==> src/rtl/sc_rx_pkg.sv <==
`timescale 1ns/1ps
// Package: shared types and constants of the smart card character receiver.
// Assumes the character layout: start bit, eight data bits, one parity bit.
package sc_rx_pkg;

    // Receiver sequencing: waiting for an edge, inside a character, holding off
    typedef enum logic [1:0] {
        RX_IDLE = 2'd0,
        RX_BITS = 2'd1,
        RX_HOLD = 2'd2
    } rx_state_e;

    // Error-signal length codes
    typedef enum logic [1:0] {
        BRK_ONE      = 2'b00,
        BRK_ONE_HALF = 2'b01,
        BRK_TWO      = 2'b10,
        BRK_RSVD     = 2'b11
    } brk_len_e;

    localparam int IDX_W = 4;
    // ETU indices at which the sequencing acts (start bit is index 0)
    localparam logic [IDX_W-1:0] IDX_PAR   = 4'd9;
    localparam logic [IDX_W-1:0] IDX_BRK   = 4'd10;
    localparam logic [IDX_W-1:0] IDX_GUARD = 4'd11;

    // Raw line levels of the initial character, first received bit in bit 0
    localparam logic [7:0] TS_RAW_DIRECT  = 8'h3B;
    localparam logic [7:0] TS_RAW_INVERSE = 8'h03;

endpackage

==> src/rtl/sc_etu_timer.sv <==
`timescale 1ns/1ps
// ETU timer: counts clocks within the current ETU (phase) and the ETU index
// since the start edge. A start pulse marks clock 0 of a character.
// Assumes etu_clks >= 4 so the half-ETU point is distinct from phase 0.
module sc_etu_timer
    import sc_rx_pkg::*;
#(
    parameter int CNT_W = 12
) (
    input  logic             clk,
    input  logic             rst_n,
    input  logic [CNT_W-1:0] etu_clks,
    input  logic             start,
    input  logic             run,
    output logic [IDX_W-1:0] idx,
    output logic             at_mid,
    output logic             at_zero
);
    localparam logic [CNT_W-1:0] ONE     = CNT_W'(1);
    localparam logic [IDX_W-1:0] IDX_ONE = IDX_W'(1);

    logic [CNT_W-1:0] phase;
    logic [CNT_W-1:0] half;

    // Half-ETU point
    assign half = etu_clks >> 1;

    // Phase and index counting; the index saturates
    always_ff @(posedge clk) begin
        if (!rst_n) begin
            phase <= '0;
            idx   <= '0;
        end else if (start) begin
            phase <= ONE;
            idx   <= '0;
        end else if (run) begin
            if (phase == etu_clks - ONE) begin
                phase <= '0;
                if (idx != '1) idx <= idx + IDX_ONE;
            end else begin
                phase <= phase + ONE;
            end
        end
    end

    // Event strobes for the sequencing logic
    assign at_mid  = (phase == half);
    assign at_zero = (phase == '0);

endmodule

==> src/rtl/sc_char_decode.sv <==
`timescale 1ns/1ps
// Character decoder: turns nine raw line levels (first bit in bit 0, parity
// in bit 8) into a byte and a parity verdict. When initial-character
// detection is armed, the raw pattern picks the convention.
// Purely combinational.
module sc_char_decode
    import sc_rx_pkg::*;
(
    input  logic [8:0] raw,
    input  logic       direct,
    input  logic       ts_armed,
    output logic [7:0] data,
    output logic       par_err,
    output logic       ts_hit,
    output logic       ts_direct
);
    logic [7:0] inv_bits;
    logic       use_direct;
    logic       par_bit;
    logic       hit_dir;
    logic       hit_inv;

    // Inverse convention: reversed order, inverted levels
    for (genvar i = 0; i < 8; i++) begin : g_inv
        assign inv_bits[i] = ~raw[7-i];
    end

    // Initial-character match and convention choice
    always_comb begin
        hit_dir    = ts_armed && (raw[7:0] == TS_RAW_DIRECT);
        hit_inv    = ts_armed && (raw[7:0] == TS_RAW_INVERSE);
        use_direct = hit_dir ? 1'b1 : (hit_inv ? 1'b0 : direct);
    end

    // Data, parity and verdict
    always_comb begin
        data      = use_direct ? raw[7:0] : inv_bits;
        par_bit   = use_direct ? raw[8] : ~raw[8];
        par_err   = ^{data, par_bit};
        ts_hit    = hit_dir || hit_inv;
        ts_direct = hit_dir;
    end

endmodule

==> src/rtl/sc_break_gen.sv <==
`timescale 1ns/1ps
// Error-signal generator: on start, holds busy high for the selected number
// of clocks (one, one and a half or two ETU; the reserved code acts as two).
module sc_break_gen
    import sc_rx_pkg::*;
#(
    parameter int CNT_W = 12
) (
    input  logic             clk,
    input  logic             rst_n,
    input  logic             start,
    input  logic [CNT_W-1:0] etu_clks,
    input  logic [1:0]       len_sel,
    output logic             busy
);
    localparam int LEN_W = CNT_W + 1;
    localparam logic [LEN_W-1:0] LONE = LEN_W'(1);

    logic [LEN_W-1:0] etu_w;
    logic [LEN_W-1:0] half_w;
    logic [LEN_W-1:0] len_clks;
    logic [LEN_W-1:0] cnt;

    // Length selection in clocks
    always_comb begin
        etu_w  = {1'b0, etu_clks};
        half_w = {2'b00, etu_clks[CNT_W-1:1]};
        case (brk_len_e'(len_sel))
            BRK_ONE:      len_clks = etu_w;
            BRK_ONE_HALF: len_clks = etu_w + half_w;
            default:      len_clks = etu_w << 1;
        endcase
    end

    // Down-counter of remaining drive clocks
    always_ff @(posedge clk) begin
        if (!rst_n)          cnt <= '0;
        else if (start)      cnt <= len_clks;
        else if (cnt != '0)  cnt <= cnt - LONE;
    end

    assign busy = (cnt != '0);

endmodule

==> src/rtl/sc_char_rx.sv <==
`timescale 1ns/1ps
// Smart card character receiver top. Detects and confirms the start bit,
// samples nine bits mid-ETU, decodes them in the current convention (or
// learns it from the initial character), presents the byte on a
// valid/ready port, drives the T=0 parity error signal and samples a card
// error signal at 11 ETU. Assumes io_in is already synchronous to clk and
// etu_clks only changes while the line is idle.
module sc_char_rx
    import sc_rx_pkg::*;
#(
    parameter int CNT_W = 12
) (
    input  logic             clk,
    input  logic             rst_n,
    input  logic [CNT_W-1:0] etu_clks,
    input  logic             io_in,
    output logic             io_drive_low,
    input  logic             t0_mode,
    input  logic             parity_off,
    input  logic             break_en,
    input  logic [1:0]       brk_len,
    input  logic             arm_ts,
    output logic             ts_armed,
    input  logic             conv_wr,
    input  logic             conv_wdata,
    output logic             conv_direct,
    output logic [7:0]       rx_data,
    output logic             rx_perr,
    output logic             rx_valid,
    input  logic             rx_ready,
    output logic             card_break
);
    rx_state_e        state;
    logic             io_q;
    logic [IDX_W-1:0] idx;
    logic             at_mid, at_zero;
    logic [7:0]       shift_q;
    logic             brk_pend, brk_busy;
    logic             in_bits, start_det, false_start, bit_take;
    logic             char_done, brk_fire, guard_chk;
    logic [7:0]       dec_data;
    logic             dec_perr, ts_hit, ts_dir, perr_seen, want_brk;

    // Previous line level for edge detection
    always_ff @(posedge clk) begin
        if (!rst_n) io_q <= 1'b1;
        else        io_q <= io_in;
    end

    // Event decode from state and timer strobes
    always_comb begin
        in_bits     = (state == RX_BITS);
        start_det   = (state == RX_IDLE) && io_q && !io_in;
        false_start = in_bits && at_mid && (idx == '0) && io_in;
        bit_take    = in_bits && at_mid && (idx != '0) && (idx < IDX_PAR);
        char_done   = in_bits && at_mid && (idx == IDX_PAR);
        brk_fire    = in_bits && at_mid && (idx == IDX_BRK) && brk_pend;
        guard_chk   = in_bits && at_zero && (idx == IDX_GUARD) && !brk_pend;
        perr_seen   = dec_perr && !parity_off;
        want_brk    = perr_seen && t0_mode && break_en;
    end

    sc_etu_timer #(.CNT_W(CNT_W)) u_timer (
        .clk      (clk),
        .rst_n    (rst_n),
        .etu_clks (etu_clks),
        .start    (start_det),
        .run      (in_bits),
        .idx      (idx),
        .at_mid   (at_mid),
        .at_zero  (at_zero)
    );

    sc_char_decode u_decode (
        .raw       ({io_in, shift_q}),
        .direct    (conv_direct),
        .ts_armed  (ts_armed),
        .data      (dec_data),
        .par_err   (dec_perr),
        .ts_hit    (ts_hit),
        .ts_direct (ts_dir)
    );

    sc_break_gen #(.CNT_W(CNT_W)) u_break (
        .clk      (clk),
        .rst_n    (rst_n),
        .start    (brk_fire),
        .etu_clks (etu_clks),
        .len_sel  (brk_len),
        .busy     (brk_busy)
    );

    assign io_drive_low = brk_busy;

    // Sequencing between idle, character and hold-off
    always_ff @(posedge clk) begin
        if (!rst_n) begin
            state <= RX_IDLE;
        end else begin
            case (state)
                RX_IDLE: if (start_det) state <= RX_BITS;
                RX_BITS: begin
                    if (false_start)               state <= RX_IDLE;
                    else if (brk_fire || guard_chk) state <= RX_HOLD;
                end
                RX_HOLD: if (!brk_busy && io_in) state <= RX_IDLE;
                default: state <= RX_IDLE;
            endcase
        end
    end

    // Collect data bits, first bit ends in bit 0
    always_ff @(posedge clk) begin
        if (!rst_n)        shift_q <= '0;
        else if (bit_take) shift_q <= {io_in, shift_q[7:1]};
    end

    // Remember whether this character needs an error signal
    always_ff @(posedge clk) begin
        if (!rst_n)         brk_pend <= 1'b0;
        else if (start_det) brk_pend <= 1'b0;
        else if (char_done) brk_pend <= want_brk;
    end

    // Byte output register with valid/ready handshake
    always_ff @(posedge clk) begin
        if (!rst_n) begin
            rx_valid <= 1'b0;
            rx_data  <= '0;
            rx_perr  <= 1'b0;
        end else if (char_done) begin
            rx_valid <= 1'b1;
            rx_data  <= dec_data;
            rx_perr  <= perr_seen;
        end else if (rx_valid && rx_ready) begin
            rx_valid <= 1'b0;
        end
    end

    // Card error signal sample at 11 ETU
    always_ff @(posedge clk) begin
        if (!rst_n) card_break <= 1'b0;
        else        card_break <= guard_chk && !io_in;
    end

    // One-shot initial-character detection flag
    always_ff @(posedge clk) begin
        if (!rst_n)         ts_armed <= 1'b0;
        else if (arm_ts)    ts_armed <= 1'b1;
        else if (char_done) ts_armed <= 1'b0;
    end

    // Convention bit: detection update first, then firmware write
    always_ff @(posedge clk) begin
        if (!rst_n)                    conv_direct <= 1'b1;
        else if (char_done && ts_hit)  conv_direct <= ts_dir;
        else if (conv_wr)              conv_direct <= conv_wdata;
    end

endmodule

==> config.mk <==
export PLATFORM = sky130hd
export DESIGN_NAME = sc_char_rx
export DESIGN_NICKNAME = d
export VERILOG_FILES = /design/src/rtl/sc_rx_pkg.sv /design/src/rtl/sc_etu_timer.sv /design/src/rtl/sc_char_decode.sv /design/src/rtl/sc_break_gen.sv /design/src/rtl/sc_char_rx.sv
export SDC_FILE = /design/constraint.sdc
export NUM_CORES = 1
export LEC_CHECK = 0
export BUFFER_PORTS_ARGS = -buffer_cell sky130_fd_sc_hd__buf_2
export CORE_ASPECT_RATIO = 0.8
export CORE_MARGIN = 2
export CORE_UTILIZATION = 30
export CTS_CLUSTER_SIZE = 16
export DETAILED_ROUTE_END_ITERATION = 6
export SYNTH_ARGS = -nofsm -noshare
export SYNTH_HDL_FRONTEND = slang
export SYNTH_HIERARCHICAL = 1
export SYNTH_SLANG_ARGS = --single-unit
==> constraint.sdc <==
create_clock -name clk -period 6.88 [get_ports clk]
set_input_delay 0.344 -clock clk [delete_from_list [all_inputs] [get_ports clk]]
set_output_delay 0.344 -clock clk [all_outputs]
set_load 0.01 [all_outputs]
-- Yosys cells after proc, flatten, opt, wreduce, memory -nomap -nowiden
Cells that the tools add are included.
- register bits: 54
- input port bits: 24
- output and inout port bits: 14
- logic and storage cells: 108
- add/sub/neg operators: 5
- order comparisons: 1
- equal/unequal tests: 14
- mux-type cells: 21
- bitwise gates (word level): 10
- reductions and logical operators: 43
- operators with widths (cell ; number):
    2-to-1 mux 13 bit ; 2
    one-hot mux 13 bit (2 select lines) ; 1
    logical AND 1 bit ; 22
    adder 12 x 11 -> 13 bit ; 1
    nonzero test 13 bit ; 1
    subtractor 13 x 1 -> 13 bit, second input constant ; 1
    adder 12 x 1 -> 12 bit, second input constant ; 1
    equality test 12 x 11 -> 1 bit ; 1
    equality test 12 bit ; 1
    equality test 4 bit, second input constant ; 3
    zero test 12 bit ; 1
    2-to-1 mux 12 bit ; 1
    subtractor 12 x 1 -> 12 bit, second input constant ; 1
    2-to-1 mux 1 bit ; 11
    inverter 1 bit ; 10
    nonzero test 2 bit ; 5
    XOR reduction 9 bit ; 1
    equality test 8 x 2 -> 1 bit, second input constant ; 1
    equality test 8 x 6 -> 1 bit, second input constant ; 1
    2-to-1 mux 2 bit ; 4
    2-to-1 mux 8 bit ; 1
    one-hot mux 2 bit (3 select lines) ; 1
    AND reduction 3 bit ; 2
    adder 4 x 1 -> 4 bit, second input constant ; 1
    other kinds (12) ; 19

-- Logic depth before layout (Yosys ltp)
Gate-level depths: netlist of run 1.
- depth after elaboration: 9
- mapped depth: 11
- mapped depth without buffers: 9

-- Cells and area by module
Netlist of run 1, hierarchy kept.
- by module, submodules not included (module ; times used ; cells an instance ; area an instance (um2) ; sequential area each (um2)):
    sc_break_gen ; 1 ; 209 ; 1571.5 ; 260.2
    sc_etu_timer ; 1 ; 185 ; 1401.3 ; 320.3
    sc_char_rx ; 1 ; 115 ; 1058.5 ; 500.5
    sc_char_decode ; 1 ; 46 ; 329.1 ; 0.0

-- Least setup slack after synthesis of run 1
OpenSTA, ideal clock, no wires.
- kind: reg2reg
- from: register u_timer.phase[3]
- to: register u_break.cnt[8]
- setup time: 0.132 ns
- arrival: 2.586 ns
- data required time: 6.748 ns
- slack: 4.162 ns
- stages on the path, launching flop included: 12
- buffers on the path: 2
- period minus slack after synthesis: 2.718 ns
- path through: dfxtp_1 -> clkbuf_1 -> xor2_1 -> or4_1 -> nor3_1 -> nand3b_1 -> nor2_1 -> clkbuf_1 -> clkinv_1 -> a221oi_1 -> a221o_1 -> a21oi_1
- longest elaborated chain between the ends: 5
- elaborated cells between the ends (all ways): 6
- classes of those cells: eq/ne (1); mux (1); reduce/logical (4)
- RTL lines (item ; line ; source):
    start, declared ; sc_etu_timer.sv:22 ; logic [CNT_W-1:0] phase;
    start signal, assigned ; sc_etu_timer.sv:41 ; phase <= phase + ONE;
    equality test 12 x 11 -> 1 bit (*) ; sc_etu_timer.sv:47 ; assign at_mid = (phase == half);
    named net at_mid ; sc_char_rx.sv:36 ; logic at_mid, at_zero;
    logical AND 1 bit (*) (3 in series) ; sc_char_rx.sv:57 ; brk_fire = in_bits && at_mid && (idx == IDX_BRK) && brk_pend;
    named net brk_fire ; sc_char_rx.sv:40 ; logic char_done, brk_fire, guard_chk;
    2-to-1 mux 13 bit or nonzero test 2 bit (tied branches) ; - ;
    end signal, assigned ; sc_break_gen.sv:38 ; else if (start) cnt <= len_clks;
    end signal, assigned ; sc_break_gen.sv:39 ; else if (cnt != '0) cnt <= cnt - LONE;
    end, declared ; sc_break_gen.sv:22 ; logic [LEN_W-1:0] cnt;
The timed path passes the listed nets; every way through them passes the cells marked *.
A chain may end at the register's enable or synchronous reset.

-- Worst setup path after layout of run 1
Same ends and word-level chain as after synthesis.

==> flow_summary.json, run 1 <==
{
  "share_seq_of_total_power_pct": 37.5,
  "placementRows": 39,
  "antennaDiodeCount": 0,
  "cts_setup_buffers": 0,
  "critical_path_peak_fanout": 17,
  "finalWirelength_um": 11600,
  "grt_first_pass_wirelength_um": 19300,
  "cts_tree": "built",
  "cell_internal_pwr_uw": 651,
  "post-route-drc-count": 0,
  "grt_start_max_net_pins": 29,
  "path_buf_inv": 2,
  "classification_of_the_worst_slack_hold_path": "in2reg",
  "worst_clock_skew_ns": 0.00751,
  "total_leakage_power_nw": 1.86,
  "synth_enable_flop_cells": 0,
  "area_delta_synth_final_pct": 9.96,
  "postLayoutCellArea_sq_mm": 0.00479,
  "yosys_most_used_dff": "sky130_fd_sc_hd__dfxtp_1",
  "cp.required_ns": 7.04,
  "die_w_um": 139,
  "irDropWorstVdd_v": 0.0000974,
  "ports": 38,
  "cp-end-kind": "register",
  "drive_gt1_share_pct": 12.1,
  "cts_hold_repair.buffers": 0,
  "clock-root-buffer": "sky130_fd_sc_hd__clkbuf_16",
  "worst_path_max_delay_cell": "sky130_fd_sc_hd__or4_1",
  "worstSkewPairLatency_ns": 0.29,
  "number_of_max_cap_violations": 0,
  "synth_nets": 597,
  "run_status": "finished clean",
  "dp_hpwl_um": 8690,
  "grt_antenna_before_repair": 0,
  "ys_seq_area_share_pct": 24.8,
  "synth.avg_cell_area_sq_um": 7.86,
  "h-tree-depth": 2,
  "rsz0062_at_grt": "false",
  "use_met1_pct": 21.1,
  "swShare_pct": 35.3,
  "top_family_by_delay_on_critical_path": "simple AND/OR/NAND/NOR gates",
  "cts_resized": 0,
  "p_switching_uw": 355,
  "hold_viol_final": 0,
  "die_height_um": 112,
  "final.min_clock_period_ns": 3.03,
  "route.vias.total": 4156,
  "totalPowerFinal_mw": 1.01,
  "starting_density_of_the_core_pct": 30.6,
  "syn-instance-count": 555,
  "routed_via_density": 5.50,
  "criticalPathCategory": "reg2reg",
  "start_kind": "register",
  "fp.coreArea_sq_mm": 0.0142,
  "drt.antenna.violating_nets": 0,
  "drt-pass1-iter-count": 5,
  "grt_most_used_layer": "met2",
  "clock-sinks": 54,
  "max_slew.worst_pin.slew_ns": 0.712,
  "pwr-share-clk_pct": 26.0,
  "initialDrtViolationCount": 227,
  "dp_area_sq_mm": 0.00464,
  "synthesis.yosys.warnings": 6,
  "die_area_sq_mm": 0.0155,
  "fmax_mhz": 330,
  "cts_made_buffers": 5,
  "slew_headroom_pct": 52.1,
  "gpl.final_weighted_congestion": 0.870,
  "groute.layer.met2.usage_pct": 23.7,
  "slew_viol_final": 0,
  "max_stage_delay_ns": 0.50,
  "postSynthRegisterBits": 54,
  "synth_cell_type_count": 76,
  "drt-wirelength-per-cell_um": 15.4,
  "groute.usage.overall_pct": 14.7,
  "grtUsageMet3_pct": 2.24,
  "report.final.setup_viol": 0,
  "mapped_area_sq_mm": 0.00436,
  "timing.setup.tns_ns": 0,
  "critical_path.cell_chain": "xor2_1 -> or4_1 -> nor3_1 -> nand3b_1 -> nor2_1 -> buf_4 -> clkinv_1 -> a221oi_1 -> a221o_1 -> a21oi_1",
  "synth_async_sr_flop_share_pct": 0,
  "timing.final.crit_share_pct": 44.0,
  "first_global_vias": 3881,
  "power_per_cell_area_mw_per_mm2": 210,
  "cp.arrival_ns": 3.19,
  "nNetsFinal": 612,
  "overflow_left_after_global_routing": 0,
  "numPortBuffers": 37,
  "power_frac_comb_pct": 36.5,
  "clk_transition_reported_paths_ns": 0.07,
  "cts.path.max_buffers": 2
}
==> final timing paths <==
check	slack, ns	endpoint	start	cells after the start
worst min register to register	0.48	rx_data[3]	rx_data[3]	2
worst min-delay path	0.29	ts_armed	arm_ts	3
worst max register to register	3.85	u_break/cnt[8]	u_timer/phase[3]	10
worst max-delay path	3.85	u_break/cnt[8]	u_timer/phase[3]	10
==> metal layers <==
layer / vias up / wire [um] / part of all wire, %
li1: 2076 / - / -
met1: 1993 / 5780 / 50
met2: 83 / 5340 / 46
met3: 4 / 423 / 3.6
met4: 0 / 58 / 0.50
met5: - / 0 / 0
==> worst reg2reg max path, cell delays in order, from the launching register on <==
cell,delay (ns)
sky130_fd_sc_hd__dfxtp_1,0.49
sky130_fd_sc_hd__xor2_1,0.10
sky130_fd_sc_hd__or4_1,0.50
sky130_fd_sc_hd__nor3_1,0.43
sky130_fd_sc_hd__nand3b_1,0.16
sky130_fd_sc_hd__nor2_1,0.12
sky130_fd_sc_hd__buf_4,0.22
sky130_fd_sc_hd__clkinv_1,0.24
sky130_fd_sc_hd__a221oi_1,0.38
sky130_fd_sc_hd__a221o_1,0.22
sky130_fd_sc_hd__a21oi_1,0.04
==> area by class of cell <==
type | instances | area (sq um)
sequential | 54 | 1080
multi-input combinational | 442 | 3020
inverter | 27 | 101
fill | 1518 | 9450
clock inverter | 2 | 12.5
clock buffer | 6 | 139
timing repair buffer | 40 | 208
tap | 184 | 230
==> kinds of logic after synthesis <==
group | Yosys count | synth area share, %
AO/OA/AOI/OAI | 144 | 21.7
adder cells (fa/ha/maj) | 18 | 5.34
AND/OR/NAND/NOR | 215 | 28.1
flip-flops | 54 | 24.8
multiplexers | 16 | 3.67
XOR/XNOR | 49 | 10.5
buffers and inverters | 59 | 5.88
==> power groups by stage <==
stage | Combinational, mW | Sequential, mW | Clock [mW]
2_1_floorplan | 0.282 | 0.376 | 0
3_3_place_gp | 0.355 | 0.382 | 0
3_5_place_dp | 0.363 | 0.384 | 0
4_1_cts | 0.365 | 0.377 | 0.265
5_1_grt | 0.409 | 0.383 | 0.279
6_report | 0.367 | 0.377 | 0.261
==> stage by stage <==
stage | std cells | util, % | hold slack (ns) | setup slack [ns]
floorplan | 555 | - | 0.439 | 4.16
global placement | 747 | 32.6 | 0.467 | 3.90
detailed placement | 747 | 32.6 | 0.468 | 3.75
CTS | 755 | 33.6 | 0.287 | 3.88
global route | 755 | 33.6 | 0.306 | 3.62
finish | 755 | 33.6 | 0.289 | 3.85
==> flip-flops by register name (all words and copies together), names as in the netlist <==
name,flops
brk_pend,1
card_break,1
conv_direct,1
io_q,1
rx_data,8
rx_perr,1
rx_valid,1
shift_q,8
state,2
ts_armed,1
u_break/cnt,13
u_timer/idx,4
u_timer/phase,12
==> placed cells by master (no fill, tap or decap), drive strengths merged, types with 3 or more instances in the layout <==
master / count
a21o: 4
clkbuf: 6
buf: 40
nand3: 26
a211o: 4
xor2: 16
and3: 16
o21a: 4
nor2: 41
nor4b: 3
a211oi: 9
a221oi: 4
nor4: 8
o211ai: 5
nor2b: 9
o21ai: 39
nor3: 17
nand4: 7
xnor2: 31
inv: 26
o22ai: 5
or4: 7
mux2i: 16
ha: 17
and2: 7
nand2b: 9
a21oi: 38
dfxtp: 54
nand2: 32
or3: 11
and3b: 3
and4: 5
nand3b: 3
a31oi: 10
==> cells in the mapped netlist, types with 10 or more instances <==
cell type	instances	area (sq um)
sky130_fd_sc_hd__a21oi_1	37	185
sky130_fd_sc_hd__a31oi_1	10	62.6
sky130_fd_sc_hd__and3_1	13	81.3
sky130_fd_sc_hd__clkbuf_1	26	97.6
sky130_fd_sc_hd__dfxtp_1	54	1080
sky130_fd_sc_hd__ha_1	17	213
sky130_fd_sc_hd__inv_1	25	93.8
sky130_fd_sc_hd__mux2i_1	16	160
sky130_fd_sc_hd__nand2_1	32	120
sky130_fd_sc_hd__nand3_1	25	125
sky130_fd_sc_hd__nor2_1	41	154
sky130_fd_sc_hd__nor3_1	17	85.1
sky130_fd_sc_hd__o21ai_0	33	165
sky130_fd_sc_hd__or3_1	11	68.8
sky130_fd_sc_hd__xnor2_1	31	272
sky130_fd_sc_hd__xor2_1	16	140
No activity file was read; power rests on OpenSTA's default activity.
==> run 2, diff against run 1 <==
Settings changed: ABC_AREA set to 1.
Clock period 6.88 ns to 3.2 ns, I/O delays scaled along.
==> run 2 against run 1 <==
  * First-iteration DRC count up 52%
  * Maximum frequency up 8.3%
  * Critical path type unchanged
  * Largest cell class unchanged
  * Worst hold slack worse by 0.20 ns
  * Synthesized cell count up 34%
  * Area after synthesis up 8.8%
  * Sequential share of layout area down 2.1 points
  * Die area up 8.5%
  * Non-clock buffer count unchanged
  * Clock-buffer cell count down 1
  * Utilization up 0.26 points
==> flow_summary.json, run 2 <==
{
  "drt-pass1-iter-count": 5,
  "drt-wirelength-per-cell_um": 12.4,
  "power_per_cell_area_mw_per_mm2": 447,
  "rsz0062_at_grt": "false",
  "nFillCells": 1731,
  "synth_async_sr_flop_share_pct": 0,
  "die_height_um": 116,
  "dp_hpwl_um": 9460,
  "routed_via_density": 4.72,
  "run_status": "finished clean",
  "synth_enable_flop_cells": 0,
  "syn-instance-count": 744,
  "route.vias.total": 4673,
  "hold_viol_final": 0,
  "cts_made_buffers": 5,
  "post_synth_main_area_contributors": "sky130_fd_sc_hd__dfxtp_1 23%, sky130_fd_sc_hd__nand2_1 15%, sky130_fd_sc_hd__nor2_1 7.4%, sky130_fd_sc_hd__nand3_1 7.1%, sky130_fd_sc_hd__inv_1 6.5%",
  "cts_tree": "built",
  "nNetsFinal": 816,
  "share_seq_of_total_power_pct": 34.7,
  "clock-sinks": 54,
  "max_slew.worst_pin.slew_ns": 0.692,
  "yosys_most_used_dff": "sky130_fd_sc_hd__dfxtp_1",
  "grt_first_pass_wirelength_um": 20500,
  "cts_hold_repair.buffers": 0,
  "criticalPathCategory": "reg2reg",
  "number_of_max_cap_violations": 0,
  "first_global_vias": 4179,
  "cell_internal_pwr_mw": 1.45,
  "top_register": "u_break/cnt",
  "p_switching_uw": 911,
  "die_area_sq_mm": 0.0168,
  "r2r_slack_ns": 0.40,
  "post-route-drc-count": 0,
  "critical_path.cell_chain": "xor2_1 -> a221oi_1 -> nand4_1 -> nor4_1 -> inv_1 -> nor2_4 -> nand2_1 -> inv_1 -> inv_1 -> nand4_1 -> nand2_1 -> a211oi_1",
  "postSynthRegisterBits": 54,
  "cp.arrival_ns": 3.01,
  "grt_start_max_net_pins": 28,
  "antennaDiodeCount": 0,
  "top_family_by_delay_on_critical_path": "simple AND/OR/NAND/NOR gates",
  "final.min_clock_period_ns": 2.80,
  "drt.antenna.violating_nets": 0,
  "critical_path_peak_fanout": 22,
  "cp.required_ns": 3.42,
  "synth_nets": 786,
  "fp.coreArea_sq_mm": 0.0156,
  "placementRows": 41,
  "postLayoutCellArea_sq_mm": 0.00529,
  "pwr-share-clk_pct": 27.0,
  "synth.avg_cell_area_sq_um": 6.38,
  "starting_density_of_the_core_pct": 30.4,
  "drive_gt1_share_pct": 17.3,
  "start_kind": "register",
  "ys_seq_area_share_pct": 22.8,
  "numPortBuffers": 37,
  "largest_register_ff_count": 13,
  "cts_resized": 0,
  "synth_common_cells": "194 x sky130_fd_sc_hd__nand2_1, 93 x sky130_fd_sc_hd__nor2_1, 82 x sky130_fd_sc_hd__inv_1",
  "worstSkewPairLatency_ns": 0.30,
  "ports": 38,
  "cts.path.max_buffers": 2,
  "layout_common_cells": "194 x sky130_fd_sc_hd__nand2_1, 93 x sky130_fd_sc_hd__nor2_1, 82 x sky130_fd_sc_hd__inv_1, 67 x sky130_fd_sc_hd__nand3_1, 54 x sky130_fd_sc_hd__dfxtp_1",
  "most_instantiated_library_cell_after_synthesis": "sky130_fd_sc_hd__nand2_1",
  "groute.usage.overall_pct": 15.0,
  "die_w_um": 145,
  "slew_headroom_pct": 53.8,
  "cts_setup_buffers": 0,
  "slew_viol_final": 0,
  "synthesis.yosys.warnings": 6,
  "timing.setup.tns_ns": 0,
  "total_leakage_power_nw": 2.44,
  "path_buf_inv": 3,
  "worst_path_max_delay_cell": "sky130_fd_sc_hd__nor4_1",
  "clk_transition_reported_paths_ns": 0.08,
  "max_stage_delay_ns": 0.43,
  "overflow_left_after_global_routing": 0,
  "final_common_cell": "sky130_fd_sc_hd__nand2_1",
  "swShare_pct": 38.5,
  "report.final.setup_viol": 0,
  "h-tree-depth": 2,
  "gpl.final_weighted_congestion": 0.920,
  "cell_type_with_the_highest_occurrence_count_on_the_critical_path": "sky130_fd_sc_hd__inv_1",
  "totalPowerFinal_mw": 2.36,
  "mapped_area_sq_mm": 0.00474,
  "initialDrtViolationCount": 346,
  "dp_area_sq_mm": 0.00512,
  "classification_of_the_worst_slack_hold_path": "in2reg",
  "clock-root-buffer": "sky130_fd_sc_hd__clkbuf_16",
  "fmax_mhz": 358,
  "grt_antenna_before_repair": 0,
  "synth_cell_type_count": 54,
  "worst_clock_skew_ns": 0.00808,
  "irDropWorstVdd_v": 0.000216,
  "timing.final.crit_share_pct": 87.4,
  "top_regs": "u_break/cnt x13, u_timer/phase x12",
  "cp-end-kind": "register",
  "area_delta_synth_final_pct": 11.5,
  "finalWirelength_um": 12300,
  "yosysTopAreaCell": "sky130_fd_sc_hd__dfxtp_1",
  "power_frac_comb_pct": 38.3,
  "synth_top_area_share_pct": 22.8
}
==> run 2: per-stage QoR <==
| step | setup slack, ns | hold WS, ns | cells | util, % |
|---|---|---|---|---|
| after floorplan | 0.611 | 0.258 | 744 | - |
| after global placement | 0.501 | 0.385 | 982 | 32.8 |
| after detailed placement | 0.400 | 0.397 | 982 | 32.8 |
| after CTS | 0.390 | 0.0825 | 990 | 33.9 |
| after global routing | 0.115 | 0.109 | 990 | 33.9 |
| final | 0.405 | 0.0922 | 990 | 33.9 |
==> run 2: cell families (layout without fill, tap and decap cells) <==
| family | after synthesis | count (layout) | synth area share, % |
|---|---|---|---|
| AND/OR/NAND/NOR | 446 | 446 | 46.4 |
| buffers and inverters | 116 | 147 | 10.0 |
| flip-flops | 54 | 54 | 22.8 |
| XOR/XNOR | 26 | 26 | 4.96 |
| AO/OA/AOI/OAI | 83 | 83 | 10.7 |
| adder cells (fa/ha/maj) | 18 | 18 | 4.91 |
| multiplexers | 1 | 1 | 0.237 |
==> run 2: power by group through the flow <==
stage | combinational (mW) | clock (mW) | sequential (mW)
2_1_floorplan | 0.720 | 0 | 0.814
3_3_place_gp | 0.904 | 0 | 0.837
3_5_place_dp | 0.905 | 0 | 0.835
4_1_cts | 0.910 | 0.657 | 0.820
5_1_grt | 1.03 | 0.685 | 0.833
6_report | 0.905 | 0.639 | 0.821
==> run 2: metal layers <==
layer  up-vias  wire [um]  share of wire, %  global-route usage, %
li1       2469          -                 -                      -
met1      2094       6400                52                   22.6
met2        95       5210                43                   22.8
met3        15        499               4.1                   2.09
met4         0        140               1.1                   3.17
met5         -          0                 0                      0
==> run 2: worst paths after layout <==
check / cells after the start / endpoint / startpoint
setup / recovery: 12 / u_break/cnt[8] / u_timer/phase[10]
hold / removal: 3 / ts_armed / arm_ts
setup reg to reg: 12 / u_break/cnt[8] / u_timer/phase[10]
hold reg to reg: 2 / rx_perr / rx_perr
==> run 2: worst min-delay path: stages <==
cell,delay [ns]
sky130_fd_sc_hd__buf_2,0.09
sky130_fd_sc_hd__a21oi_2,0.03
sky130_fd_sc_hd__nor2_1,0.07
==> run 2: area by class of cell <==
class | count | area, sq um | share of cell area, %
inverter | 99 | 374 | 7.07
tap | 215 | 269 | 5.09
clock inverter | 3 | 43.8 | 0.828
sequential | 54 | 1080 | 20.4
multi-input combinational | 574 | 3190 | 60.3
clock buffer | 5 | 125 | 2.37
timing repair buffer | 40 | 208 | 3.93
